==> src/rtl/fwd_pkg.sv <==
package fwd_pkg;
  localparam int REG_W_DEF = 5;
  localparam int NUM_SRC   = 2;

  typedef enum logic [1:0] {
    SEL_RF  = 2'b00,
    SEL_WB  = 2'b01,
    SEL_MEM = 2'b10
  } opSel_e;

  typedef struct packed {
    logic [NUM_SRC-1:0] fromMem;
    logic [NUM_SRC-1:0] fromWb;
    logic               loadUse;
  } hazStrobe_t;
endpackage

==> src/rtl/fwd_match.sv <==
module fwd_match
  import fwd_pkg::*;
#(
  parameter int REG_W = REG_W_DEF
) (
  input  logic [REG_W-1:0] idRs,
  input  logic [REG_W-1:0] idRt,
  input  logic [REG_W-1:0] idRd,
  input  logic             idUseRd,
  input  logic [REG_W-1:0] exRs,
  input  logic [REG_W-1:0] exRt,
  input  logic [REG_W-1:0] exDst,
  input  logic             exMemRead,
  input  logic [REG_W-1:0] memDst,
  input  logic             memRegWrite,
  input  logic [REG_W-1:0] wbDst,
  input  logic             wbRegWrite,
  output logic [REG_W-1:0] idDst,
  output hazStrobe_t       strobe
);
  localparam logic [REG_W-1:0] ZERO_REG = '0;

  logic [REG_W-1:0] exSrc [NUM_SRC];
  logic memLive, wbLive, exLoadLive;

  assign exSrc[0] = exRs;
  assign exSrc[1] = exRt;

  // A producing stage counts only when it writes a register other than 0
  assign memLive    = memRegWrite && (memDst != ZERO_REG);
  assign wbLive     = wbRegWrite  && (wbDst  != ZERO_REG);
  assign exLoadLive = exMemRead   && (exDst  != ZERO_REG);

  for (genvar i = 0; i < NUM_SRC; i++) begin : g_src
    assign strobe.fromMem[i] = memLive && (memDst == exSrc[i]);
    assign strobe.fromWb[i]  = wbLive  && (wbDst  == exSrc[i]);
  end

  assign strobe.loadUse = exLoadLive && ((exDst == idRs) || (exDst == idRt));

  // the destination field depends on the instruction format
  assign idDst = idUseRd ? idRd : idRt;
endmodule

==> src/rtl/fwd_ctrl.sv <==
module fwd_ctrl
  import fwd_pkg::*;
(
  input  hazStrobe_t strobe,
  output logic [1:0] selA,
  output logic [1:0] selB,
  output logic       holdPc,
  output logic       holdIfId,
  output logic       bubbleIdEx
);
  opSel_e sel [NUM_SRC];

  for (genvar i = 0; i < NUM_SRC; i++) begin : g_sel
    always_comb begin
      if (strobe.fromMem[i])     sel[i] = SEL_MEM;  // newer result first
      else if (strobe.fromWb[i]) sel[i] = SEL_WB;
      else                       sel[i] = SEL_RF;
    end
  end

  assign selA       = sel[0];
  assign selB       = sel[1];
  assign holdPc     = strobe.loadUse;
  assign holdIfId   = strobe.loadUse;
  assign bubbleIdEx = strobe.loadUse;

  always_comb begin
    a_r6_no_illegal_sel: assert (selA != 2'b11 && selB != 2'b11)
      else $error("select code 11 produced");
  end
endmodule

==> src/rtl/fwd_stall_unit.sv <==
module fwd_stall_unit
  import fwd_pkg::*;
#(
  parameter int REG_W = REG_W_DEF
) (
  input  logic [REG_W-1:0] idRs,
  input  logic [REG_W-1:0] idRt,
  input  logic [REG_W-1:0] idRd,
  input  logic             idUseRd,
  input  logic [REG_W-1:0] exRs,
  input  logic [REG_W-1:0] exRt,
  input  logic [REG_W-1:0] exDst,
  input  logic             exMemRead,
  input  logic [REG_W-1:0] memDst,
  input  logic             memRegWrite,
  input  logic [REG_W-1:0] wbDst,
  input  logic             wbRegWrite,
  output logic [REG_W-1:0] idDst,
  output logic [1:0]       selA,
  output logic [1:0]       selB,
  output logic             holdPc,
  output logic             holdIfId,
  output logic             bubbleIdEx
);
  hazStrobe_t strobe;

  fwd_match #(.REG_W(REG_W)) u_match (
    .idRs(idRs), .idRt(idRt), .idRd(idRd), .idUseRd(idUseRd),
    .exRs(exRs), .exRt(exRt), .exDst(exDst), .exMemRead(exMemRead),
    .memDst(memDst), .memRegWrite(memRegWrite),
    .wbDst(wbDst), .wbRegWrite(wbRegWrite),
    .idDst(idDst), .strobe(strobe)
  );

  fwd_ctrl u_ctrl (
    .strobe(strobe), .selA(selA), .selB(selB),
    .holdPc(holdPc), .holdIfId(holdIfId), .bubbleIdEx(bubbleIdEx)
  );

  always_comb begin
    a_r4_zero_a: assert (exRs != '0 || selA == 2'b00)
      else $error("register 0 bypassed on A");
    a_r4_zero_b: assert (exRt != '0 || selB == 2'b00)
      else $error("register 0 bypassed on B");
    a_r3_mem_first: assert (!(memRegWrite && memDst != '0 && memDst == exRs) || selA == 2'b10)
      else $error("memory-stage result not chosen on A");
    a_r8_no_load_no_stall: assert (exMemRead || !holdPc)
      else $error("stall without a load");
    a_r10_stall_agree: assert (holdPc == holdIfId && holdIfId == bubbleIdEx)
      else $error("stall outputs disagree");
  end
endmodule

==> config.mk <==
export PLATFORM = sky130hd
export DESIGN_NAME = fwd_stall_unit
export DESIGN_NICKNAME = d
export VERILOG_FILES = /design/src/rtl/fwd_pkg.sv /design/src/rtl/fwd_match.sv /design/src/rtl/fwd_ctrl.sv /design/src/rtl/fwd_stall_unit.sv
export SDC_FILE = /design/constraint.sdc
export NUM_CORES = 1
export LEC_CHECK = 0
export ABC_CLOCK_PERIOD_IN_PS = 2000
export BUFFER_PORTS_ARGS = -buffer_cell sky130_fd_sc_hd__buf_2
export CAP_MARGIN = 10
export CORE_ASPECT_RATIO = 1.25
export CORE_MARGIN = 3
export CORE_UTILIZATION = 23
export DETAILED_ROUTE_END_ITERATION = 10
export SLEW_MARGIN = 20
export SYNTH_ARGS = -nofsm -noshare
export SYNTH_HDL_FRONTEND = slang
export SYNTH_HIERARCHICAL = 1
export SYNTH_SLANG_ARGS = --single-unit
export TNS_END_PERCENT = 20
==> constraint.sdc <==
create_clock -name vclk -period 2
set_input_delay 0.4 -clock vclk [all_inputs]
set_output_delay 0.4 -clock vclk [all_outputs]
set_load 0.1 [all_outputs]
==> run metrics <==
Setup CP Type=input port to output pin; Port Buf Inserts=between 50 and 60; Congestion Overflow GR=0; register area=0 um^2; leakage=about 0.00046 uW; first-pass GRT wire length=about 2600 um; Die H=58.3 um; post-synthesis cell count=between 60 and 70; Antenna Violating Nets Remaining=0; RSZ-0062 raised after global routing=yes; final WL=approximately 1800 um; die footprint=about 2800 um^2; Placed Instance Area=~970 um^2; GRT met2 Usage=around 28%; final setup slack of the worst path=-67.4 ps; status=finished with violations; CP Launch Type=input port; via count=slightly below 700; initial antenna violation count=0; fin nets=about 170; share of layout cells above drive strength 1=approximately two thirds; P per Cell Area=around 280 nW/um^2; end-of-flow core utilization=between 40 and 50%; failing checks=setup timing; Critical Path RT=roughly 1600 ps; final hold violation count=0; fill count=slightly above 200; GRT busiest layer=met2; Tcrit/Tclk final=103%; setup TNS=-219 ps; Worst setup EP type=output pin; synthesized cell area=roughly 500 um^2; complex-gate fraction of the synthesized area=about 5.5%; Final HPWL DP=1670 um; Initial Util=between 20% and 30%; Worst Tran Pin Value=~500 ps; register area share after synthesis=0%; syn_area_per_cell=about 8 um^2; endpoints failing setup=4; critical path arrival=1670 ps; cell area after layout=approximately 990 um^2; Top-Level Pins=56; smallest hold slack=around 1300 ps; hold_buf cts=0; Final Slew Violations=0; syn_nets=~110; main combinational cell family by area after synthesis=XOR/XNOR gates; GP Congestion=0.754; overall power=about 270 uW; drt first pass iters=1; sequential cells=0; diode count=0; CLK BUF=0; adder-cell share of the synthesized area=0%; total track usage=between 10% and 20%; IR drop worst, VDD=~0.12 mV; Vias/cell=4.75; XOR/XNOR share of the synthesized area=approximately 52%; Die Width=47.8 um; wire per inst=12.5 um; post-CTS setup buffers=0; number of global-route vias before repair=slightly below 700; Site Rows=18; synth warn=6; # resized after CTS=3; Worst Path Max Fanout=3; Area growth syn-to-layout=97.5%; max cap viols=0; Max-slew headroom=between 60% and 70%; drc violations=0; HP Class=input port to output pin; GRT met3 Usage=roughly 2.5%; f_max=slightly below 500 MHz; Synth Area in Simple Gates=23.6%; core area=about 2000 um^2; multiplexer share of the synthesized area=between 10% and 20%; DR iter-0 viols=0; largest net degree at the start of global routing=6; Min Clock Period, post-route=around 2100 ps; met1 GRT Util=9.63%; Synth cell types=13
## critical path: stages
cell	delay (ps)
buf_2	120
or4_4	540
o21ai_4	180
nor4_2	90
nor2b_4	140
buf_12	180
## cell families after synthesis
kind of cell	count (synthesis)
and+or+nand+nor	17
AOI/OAI and AO/OA	4
xor gates and xnor gates	30
muxes	5
buffers and inverters	5
## cells in the final DEF (no fill, tap or decap), drive strengths merged
cell type / count
xnor2: 16
nor2b: 2
a21oi: 1
nor3: 2
o21ai: 3
mux2: 5
or4: 3
nor4: 4
buf: 69
xor2: 14
nand3: 6
## through the flow
step                setup slack [ps]  instances
floorplan                      -43.2         61
global placement                -164        145
detailed placement              -204        145
CTS                            -62.8        145
global route                    -117        145
finish                         -67.4        145
## layout make-up
class | count | area, um^2 | area share, %
Multi-Input combinational cell | 56 | 485 | 48.9
Timing Repair Buffer | 69 | 483 | 48.6
Tap cell | 20 | 25.0 | 2.52
## report_power, final
group / switching [uW] / internal, uW
logic: 162 / 111
clock network: 0 / 0
registers: 0 / 0
## metal layers
layer	wire length, um	vias up
li1	-	338
met1	566	298
met2	977	53
met3	264	0
met4	0	0
met5	0	-
## cell usage after synthesis
master   instances  share of area, %
buf_4            5               7.5
xor2_1          14                24
nand3_1          6               6.0
a21oi_1          1              0.99
nor2b_4          2               5.5
or4_4            1               2.2
o21ai_2          2               3.5
mux2_2           5                11
o21ai_0          1              0.99
xnor2_1         16                28
nor3_1           2               2.0
or4_1            2               3.0
nor4_1           4               5.0
## worst paths after layout
| kind | cells past startpoint | to | from |
|---|---|---|---|
| worst max-delay path | 6 | selB[0] | memDst[1] |
| worst min-delay path | 5 | selA[0] | wbRegWrite |
No activity file was read; power rests on OpenSTA's default activity.
